File: config.mk
export PLATFORM = sky130hd
export DESIGN_NAME = sync_irq_bank
export DESIGN_NICKNAME = d
export VERILOG_FILES = /design/src/rtl/sib_pkg.sv /design/src/rtl/sib_sync.sv /design/src/rtl/sib_detect.sv /design/src/rtl/sib_regs.sv /design/src/rtl/sync_irq_bank.sv
export SDC_FILE = /design/constraint.sdc
export NUM_CORES = 1
export LEC_CHECK = 0
export ABC_AREA = 1
export BUFFER_PORTS_ARGS = -buffer_cell sky130_fd_sc_hd__buf_2
export CAP_MARGIN = 20
export CORE_MARGIN = 2
export CORE_UTILIZATION = 50
export CTS_CLUSTER_DIAMETER = 150
export DETAILED_ROUTE_END_ITERATION = 10
export PLACE_DENSITY = 0.88
export SYNTH_ARGS = -nofsm -noshare
export SYNTH_HDL_FRONTEND = slang
export SYNTH_HIERARCHICAL = 1
export SYNTH_SLANG_ARGS = --single-unit
export TNS_END_PERCENT = 50
File: constraint.sdc
create_clock -name clk -period 1.05 [get_ports clk]
set_input_delay 0 -clock clk [delete_from_list [all_inputs] [get_ports clk]]
set_output_delay 0 -clock clk [all_outputs]
set_load 0.01 [all_outputs]
File: src/rtl/sib_pkg.sv
package sib_pkg;

   // Word index of each register (byte address bits 4:2); software decodes these
   typedef enum logic [2:0] {
      REG_EN   = 3'd0,
      REG_RAW  = 3'd1,
      REG_MSK  = 3'd2,
      REG_CLR  = 3'd3,
      REG_MODE = 3'd4,
      REG_BOTH = 3'd5,
      REG_POL  = 3'd6,
      REG_DATA = 3'd7
   } sib_reg_e;

   // Number of address bits that select a word inside the map
   localparam int unsigned MAP_LSB = 2;
   localparam int unsigned MAP_MSB = 4;
   localparam int unsigned MAP_BITS = MAP_MSB + 1;

   // Writable configuration slots held in one array
   localparam int unsigned CFG_SLOTS = 4;
   localparam int unsigned SLOT_EN   = 0;
   localparam int unsigned SLOT_MODE = 1;
   localparam int unsigned SLOT_BOTH = 2;
   localparam int unsigned SLOT_POL  = 3;

   // Trigger selection of one channel
   typedef struct packed {
      logic lvl;   // 1: level detection, 0: edge detection
      logic any;   // edge detection on both transitions
      logic pol;   // 1: high / rising, 0: low / falling
   } sib_trig_t;

   function automatic sib_reg_e slot_reg(input int unsigned slot);
      case (slot)
         SLOT_EN:   return REG_EN;
         SLOT_MODE: return REG_MODE;
         SLOT_BOTH: return REG_BOTH;
         default:   return REG_POL;
      endcase
   endfunction

endpackage

File: src/rtl/sib_sync.sv
module sib_sync #(
   parameter int unsigned WIDTH  = 8,
   parameter int unsigned STAGES = 2
) (
   input  logic             clk,
   input  logic             rst_n,
   input  logic [WIDTH-1:0] d_async,
   output logic [WIDTH-1:0] q_sync
);

   logic [STAGES-1:0][WIDTH-1:0] chain_q;

   always_ff @(posedge clk or negedge rst_n) begin
      if (!rst_n) begin
         chain_q <= '0;
      end else begin
         chain_q[0] <= d_async;
         for (int s = 1; s < STAGES; s++) begin
            chain_q[s] <= chain_q[s-1];
         end
      end
   end

   assign q_sync = chain_q[STAGES-1];

endmodule

File: src/rtl/sib_detect.sv
module sib_detect
   import sib_pkg::*;
#(
   parameter int unsigned NCH = 8
) (
   input  logic           clk,
   input  logic           rst_n,
   input  logic [NCH-1:0] lvl,
   input  logic [NCH-1:0] cfg_mode,
   input  logic [NCH-1:0] cfg_both,
   input  logic [NCH-1:0] cfg_pol,
   output logic [NCH-1:0] hit
);

   logic [NCH-1:0] prev_q;

   always_ff @(posedge clk or negedge rst_n) begin
      if (!rst_n) begin
         prev_q <= '0;
      end else begin
         prev_q <= lvl;
      end
   end

   for (genvar c = 0; c < NCH; c++) begin : g_ch
      sib_trig_t trig;
      logic      rise;
      logic      fall;
      logic      edge_hit;
      logic      level_hit;

      assign trig      = '{lvl: cfg_mode[c], any: cfg_both[c], pol: cfg_pol[c]};
      assign rise      = lvl[c] & ~prev_q[c];
      assign fall      = ~lvl[c] & prev_q[c];
      assign edge_hit  = trig.any ? (rise | fall) : (trig.pol ? rise : fall);
      assign level_hit = (lvl[c] == trig.pol);
      assign hit[c]    = trig.lvl ? level_hit : edge_hit;
   end

endmodule

File: src/rtl/sib_regs.sv
module sib_regs
   import sib_pkg::*;
#(
   parameter int unsigned NCH    = 8,
   parameter int unsigned ADDR_W = 5,
   parameter int unsigned DATA_W = 32
) (
   input  logic              clk,
   input  logic              rst_n,
   input  logic [ADDR_W-1:0] addr,
   input  logic              wr_en,
   input  logic [NCH-1:0]    wdata,
   input  logic [NCH-1:0]    hit,
   input  logic [NCH-1:0]    lvl,
   output logic [NCH-1:0]    en_o,
   output logic [NCH-1:0]    mode_o,
   output logic [NCH-1:0]    both_o,
   output logic [NCH-1:0]    pol_o,
   output logic [NCH-1:0]    raw_o,
   output logic [NCH-1:0]    masked_o,
   output logic [DATA_W-1:0] rdata
);

   localparam int unsigned HI_W = ADDR_W - MAP_BITS;

   logic                           in_map;
   sib_reg_e                       idx;
   logic [CFG_SLOTS-1:0][NCH-1:0]  cfg_q;
   logic [NCH-1:0]                 raw_q;
   logic [NCH-1:0]                 clr_mask;
   logic [NCH-1:0]                 rd_bits;

   assign idx = sib_reg_e'(addr[MAP_MSB:MAP_LSB]);

   if (HI_W > 0) begin : g_hi_decode
      assign in_map = (addr[ADDR_W-1:MAP_BITS] == '0) && (addr[MAP_LSB-1:0] == '0);
   end else begin : g_flat_decode
      assign in_map = (addr[MAP_LSB-1:0] == '0);
   end

   // Configuration registers
   always_ff @(posedge clk or negedge rst_n) begin
      if (!rst_n) begin
         cfg_q <= '0;
      end else begin
         for (int unsigned s = 0; s < CFG_SLOTS; s++) begin
            if (wr_en && in_map && (idx == slot_reg(s))) begin
               cfg_q[s] <= wdata;
            end
         end
      end
   end

   // Write-one-to-clear, new events take priority
   assign clr_mask = (wr_en && in_map && (idx == REG_CLR)) ? wdata : '0;

   always_ff @(posedge clk or negedge rst_n) begin
      if (!rst_n) begin
         raw_q <= '0;
      end else begin
         raw_q <= (raw_q & ~clr_mask) | hit;
      end
   end

   assign en_o     = cfg_q[SLOT_EN];
   assign mode_o   = cfg_q[SLOT_MODE];
   assign both_o   = cfg_q[SLOT_BOTH];
   assign pol_o    = cfg_q[SLOT_POL];
   assign raw_o    = raw_q;
   assign masked_o = raw_q & cfg_q[SLOT_EN];

   always_comb begin
      rd_bits = '0;
      if (in_map) begin
         case (idx)
            REG_EN:   rd_bits = cfg_q[SLOT_EN];
            REG_RAW:  rd_bits = raw_q;
            REG_MSK:  rd_bits = raw_q & cfg_q[SLOT_EN];
            REG_CLR:  rd_bits = '0;
            REG_MODE: rd_bits = cfg_q[SLOT_MODE];
            REG_BOTH: rd_bits = cfg_q[SLOT_BOTH];
            REG_POL:  rd_bits = cfg_q[SLOT_POL];
            REG_DATA: rd_bits = lvl;
            default:  rd_bits = '0;
         endcase
      end
   end

   assign rdata = DATA_W'(rd_bits);

endmodule

File: src/rtl/sync_irq_bank.sv
module sync_irq_bank
   import sib_pkg::*;
#(
   parameter int unsigned NCH         = 8,
   parameter int unsigned ADDR_W      = 5,
   parameter int unsigned DATA_W      = 32,
   parameter int unsigned SYNC_STAGES = 2
) (
   input  logic              clk,
   input  logic              rst_n,
   input  logic [ADDR_W-1:0] bus_addr,
   input  logic              bus_wr,
   input  logic [DATA_W-1:0] bus_wdata,
   output logic [DATA_W-1:0] bus_rdata,
   input  logic [NCH-1:0]    ext_in,
   output logic              irq_o
);

   // Elaboration-time parameter checks
   if (NCH < 1 || NCH > DATA_W) begin : g_bad_nch
      $error("sync_irq_bank: NCH must be 1..DATA_W");
   end
   if (ADDR_W < MAP_BITS) begin : g_bad_addr
      $error("sync_irq_bank: ADDR_W too small for the register map");
   end
   if (SYNC_STAGES < 2) begin : g_bad_sync
      $error("sync_irq_bank: at least two synchroniser stages are required");
   end

   logic [NCH-1:0] sync_lvl;
   logic [NCH-1:0] hit;
   logic [NCH-1:0] en_vec;
   logic [NCH-1:0] mode_vec;
   logic [NCH-1:0] both_vec;
   logic [NCH-1:0] pol_vec;
   logic [NCH-1:0] raw_vec;
   logic [NCH-1:0] masked_vec;

   if (DATA_W > NCH) begin : g_wide_bus
      logic unused_wdata_hi;
      assign unused_wdata_hi = ^bus_wdata[DATA_W-1:NCH];
   end

   sib_sync #(
      .WIDTH  (NCH),
      .STAGES (SYNC_STAGES)
   ) u_sync (
      .clk     (clk),
      .rst_n   (rst_n),
      .d_async (ext_in),
      .q_sync  (sync_lvl)
   );

   sib_detect #(
      .NCH (NCH)
   ) u_detect (
      .clk      (clk),
      .rst_n    (rst_n),
      .lvl      (sync_lvl),
      .cfg_mode (mode_vec),
      .cfg_both (both_vec),
      .cfg_pol  (pol_vec),
      .hit      (hit)
   );

   sib_regs #(
      .NCH    (NCH),
      .ADDR_W (ADDR_W),
      .DATA_W (DATA_W)
   ) u_regs (
      .clk      (clk),
      .rst_n    (rst_n),
      .addr     (bus_addr),
      .wr_en    (bus_wr),
      .wdata    (bus_wdata[NCH-1:0]),
      .hit      (hit),
      .lvl      (sync_lvl),
      .en_o     (en_vec),
      .mode_o   (mode_vec),
      .both_o   (both_vec),
      .pol_o    (pol_vec),
      .raw_o    (raw_vec),
      .masked_o (masked_vec),
      .rdata    (bus_rdata)
   );

   assign irq_o = |masked_vec;

endmodule

# Yosys cells after proc, flatten, opt, wreduce, memory -nomap -nowiden
# Cells that the tools add are included.
# word_totals
regBits	64
latchBits	0
ram_bits	0
mem_bits_ro	0
inputBits	48
elab_cells	103
mem_count	0
# op_classes
addsub	0
mul	0
div_mod_pow	0
magnitude_cmp	0
eq_ne	15
n_shift	0
muxes	27
bitwise_logic	44
n_reduce_logical	9
# op_table
op	n
case mux 8 bit (8 select lines)	1
2-to-1 mux 1 bit	24
bitwise AND 1 bit	16
bitwise AND 8 bit	2
2-to-1 mux 8 bit	2
inverter 1 bit	16
equality test 3 bit, second input constant	4
equality test 1 bit	8
inverter 8 bit	1
bitwise OR 1 bit	8
bitwise OR 8 bit	1
OR reduction 8 bit	1
equality test 3 x 2 -> 1 bit, second input constant	2
logical AND 1 bit	6
equality test 3 x 1 -> 1 bit, second input constant	1
zero test 3 bit	1
zero test 2 bit	1

# Depth between registers and ports, before layout
# logic_depth
depth_word	7
depth_mapped	9
depth_no_buf	8

# By module
# Netlist, hierarchy kept.
# modules_own_cells
mod	instances	cells_each	area_per_inst_um2	seq_area_each_um2
sib_regs	1	318	2488.6	1001.0
sib_detect	1	128	880.8	200.2
sib_sync	1	24	460.4	400.4
sync_irq_bank	1	15	56.3	0.0

# Least setup slack after synthesis
# OpenSTA, ideal clock, no wires.
# synth_timing
path_type	register to register
start	register u_sync.chain_q (netlist bit u_sync/q_sync[3])
end	register u_regs.raw_q[3], in the netlist u_regs/raw_o[3]
t_arrival_ps	1060
required_ps	985
path_slack_ps	-75
stages_incl_launch_ff	9
path_buffers	1
synth_period_minus_slack_ps	1125
path_cell_list	dfrtp_1 > buf_4 > inv_1 > ha_1 > a21oi_1 > nand2_1 > nand2_1 > inv_1 > nand2_1
# synth_via
elab_chain_cells	6
word_cells_on_any_way	9
cone_classes	1 x eq/ne; 3 x mux; 5 x bitwise
# synth_rtl
element	line_no	source
start: declaration	sib_sync.sv:11	logic [STAGES-1:0][WIDTH-1:0] chain_q;
start signal: indexed assignment	sib_sync.sv:19	chain_q[s] <= chain_q[s-1];
inverter 1 bit	sib_detect.sv:34	assign fall = ~lvl[c] & prev_q[c];
bitwise AND 1 bit	sib_detect.sv:34	
2-to-1 mux 1 bit / bitwise OR 1 bit (equally long branches)	sib_detect.sv:35	assign edge_hit = trig.any ? (rise | fall) : (trig.pol ? rise : fall);
2-to-1 mux 1 bit	sib_detect.sv:35	
2-to-1 mux 1 bit (*)	sib_detect.sv:37	assign hit[c] = trig.lvl ? level_hit : edge_hit;
named net hit[3]	sync_irq_bank.sv:31	logic [NCH-1:0] hit;
bitwise OR 8 bit (*)	sib_regs.sv:61	raw_q <= (raw_q & ~clr_mask) | hit;
end signal: assignment	sib_regs.sv:61	
end: declaration	sib_regs.sv:29	logic [NCH-1:0] raw_q;
# Mark *: on every way through the listed nets, which the timed path passes. The rest lies on a longest branch.
# A chain may end at the register's enable or synchronous reset.

# Final worst setup path
# layout_timing
start	register u_regs.raw_q[4], in the netlist u_regs/raw_o[4]
end	output bus_rdata[4]
# layout_via
elab_chain_cells	3
# layout_rtl
element	line_no	source
bitwise AND 8 bit	--	
named net masked_vec[4]	sync_irq_bank.sv:37	logic [NCH-1:0] masked_vec;
case mux 8 bit (8 select lines)	sib_regs.sv:75	case (idx)
2-to-1 mux 8 bit	sib_regs.sv:74	if (in_map) begin
end: declaration	sync_irq_bank.sv:14	output logic [DATA_W-1:0] bus_rdata,
# The timed path passes the listed nets, and every way through them passes these cells.

==> run metrics <==
worst r2r src=u_sync/q_sync[3]; Filler Cells Inserted=606; unrepaired setup endpoints after global routing=true; Placed Area=4350 um2; Pins Over Slew Limit=0; Critical Path Slowest Stage Cell=dfrtp_1; Final WS setup=-324 ps; DRT iter0 DRCs=between 300 and 400; starting density of the core=50.8%; die area=8490 um2; Worst R2R Setup Slack=-170 ps; Worst Path Required=1050 ps; Root Buffer=clkbuf_8; global-route usage over all layers=24.3%; vias after detailed routing=3639; crit path time final=around 1400 ps; critical path, cell by cell=nand2_1, inv_2, nand3_2, nand2_1, nor2_1, a21oi_2, buf_2; critical path depth in cells=7; H-tree levels=3; first-pass GRT wire length=16.2 mm; fin nets=636; Ys Warns=6; sequential cell area=1620 um2; register bit count reported by yosys=64; Post-DP HPWL=6.38 mm; Worst Setup EP=bus_rdata[4]; Synth async-reset ratio=100%; Max VDD drop=0.000948 V; layout cells sized above 1=38.1%; critical path capture point type=primary output; # DRC=0; DR pass1 iterations=5; fmax=728 MHz; Max Fanout on Critical Path=3; port buffer count=32; clock transition at the registers of the reported paths=70 ps; status=finished with violations; metal3 WL=796 um; wl on met1=3.85 mm; Worst path max stage delay=370 ps; CP Launch Type=flip-flop; Die Wd=92.2 um; max-cap violation count=0; Main synth FF type=dfrtp_1; Post-Layout Inst Area=5020 um2; Hold Path Class=in -> async; Power Density=1410 nW/um2; Vias/cell=5.36; vias in the first global route=3537; met2 routed WL=4.94 mm; I/O pin cnt=81; r2r endpoint=u_regs/raw_o[3]; DIE HEIGHT=92.2 um; Final Skew=about 3.9 ps; CTS tree=built; Mapped Area=around 4000 um2; DRT Wirelength=about 9.9 mm; CP bufs+invs=2; most area-hungry cell type in the Yosys netlist=dfrtp_1; placer congestion estimate=about 0.9; Longest Clk Path Bufs=2; FP Rows=32; routed len/inst=approximately 15 um; Congestion Overflow GR=0; Seq/Total Area, Yosys=slightly above 40%; Post-synth top cells=nand2_1 (116), inv_1 (65), dfrtp_1 (64), buf_4 (33); Setup CP Type=reg -> out; cell family with most CP delay=flip-flops; static leakage=roughly 2.5 nW; CTS Buf Count=9; EDFF count, synth=0; unique cell type count in the Yosys netlist=27; Critical Path Source=u_regs/raw_o[4]; Area contributors post-synth=dfrtp_1 (41%), nand2_1 (11%), buf_4 (6.4%); Mapped Cells=485; Syn-to-layout area delta=29.2%; Post-Place Worst Slack=-133 ps; multi-input logic area=2010 um2; Reg2Reg Depth=8; Clock Latency Late Sink=340 ps; count leader, synth=nand2_1; TritonCTS sink count=64; Yosys top cell area share=41.2%; initial antenna violation count=0; largest net degree at the start of global routing=between 60 and 70; Final Hold Vio Count=0; diodes inserted=0; most used cell along the critical path=nand2_1; failing checks=setup timing; post-detailed-route count of antenna-violating nets=0; final worst-path cycle share=131%; Setup violations, final=17; arrival time worst endpoint=1370 ps; Core ar.=7650 um2; syn avg cell area=8.01 um2; DR top layer=met4
## kinds of logic after synthesis
group,share of synthesized area [%]
adder cells (fa/ha/maj),5.15
buffers and inverters,16.0
flip-flops,41.2
AND/OR/NAND/NOR,27.2
other,0.0965
AO/OA/AOI/OAI,10.3
## area by class of cell
class,count,share of cell area (%)
Timing Repair Buffer,100,15.4
Tap cell,102,2.54
Multi-Input combinational cell,322,39.9
Inverter,75,6.00
Sequential cell,64,32.2
Clock inverter,3,0.797
Clock buffer,13,3.16
## sequential cells by signal, indices dropped and copies added (netlist names)
signal           flops
u_detect/prev_q      8
u_regs/both_o        8
u_regs/en_o          8
u_regs/mode_o        8
u_regs/pol_o         8
u_regs/raw_o         8
u_sync/chain_q       8
u_sync/q_sync        8
## placed cells by master, fill, tap and decap left out, types with 13 or more instances in the layout
master | Yosys | layout
nand2_1 | 116 | 108
dfrtp_1 | 64 | 53
inv_1 | 65 | 50
buf_4 | 33 | 42
buf_2 | 7 | 32
nand4_1 | 28 | 28
o21ai_0 | 28 | 24
conb_1 | 1 | 24
nor2_1 | 26 | 20
nand2_2 | 10 | 18
dlygate4sd3_1 | 0 | 17
inv_2 | 10 | 17
o21ai_2 | 16 | 17
nand3_1 | 19 | 16
a21oi_2 | 0 | 13
## power breakdown
group	switching, mW	total, mW	leakage, nW	internal (mW)
Sequential	0.272	3.03	0.754	2.76
Clock	0.937	2.16	0.103	1.22
Combinational	1.06	1.88	1.66	0.824
Total	2.27	7.07	2.51	4.80
## how the worst min path moves through the flow
stage | startpoint | to | slack [ps]
after global placement | rst_n | u_sync/chain_q[6] | 40
after CTS | bus_addr[1] | u_regs/both_o[7] | 160
after detailed placement | rst_n | u_sync/chain_q[6] | 40
after floorplan | rst_n | u_detect/prev_q[0] | -300
after global routing | bus_addr[0] | u_regs/both_o[7] | 200
final | rst_n | u_detect/prev_q[4] | 180
## through the flow
stage	hold slack (ps)	TNS [ps]	utilization [%]	instances	power, mW
global placement	38.1	-797	56.9	624	4.48
finish	184	-3400	65.7	679	7.07
detailed placement	39.1	-1480	56.9	624	4.58
CTS	163	-3300	64.6	674	6.99
global route	197	-4510	65.7	679	7.50
floorplan	-296	-29.6	-	508	4.19
## repair_timing
action / CTS / global route
pin swaps: 26 / 22
gates resized for setup: 34 / 21
endpoints found under the hold margin: 95 / 0
hold buffers: 17 / 0
setup buffers: 17 / 5
endpoints found under the setup margin: 17 / 17
cloned: 0 / 0
## routing by layer
layer / track usage (%) / vias to the layer above
met5: 0 / -
met4: 9.20 / 0
met3: 5.83 / 35
met2: 41.6 / 204
met1: 29.8 / 1723
li1: - / 1677
## worst reg2reg max path, delay by kind of cell, from the launching register on
family	cells	cell delay [ps]
AO/OA/AOI/OAI	1	110
adder cells (fa/ha/maj)	1	190
buffers and inverters	3	240
flip-flops	1	420
AND/OR/NAND/NOR	3	200
Power figures use the tool's default switching activity.
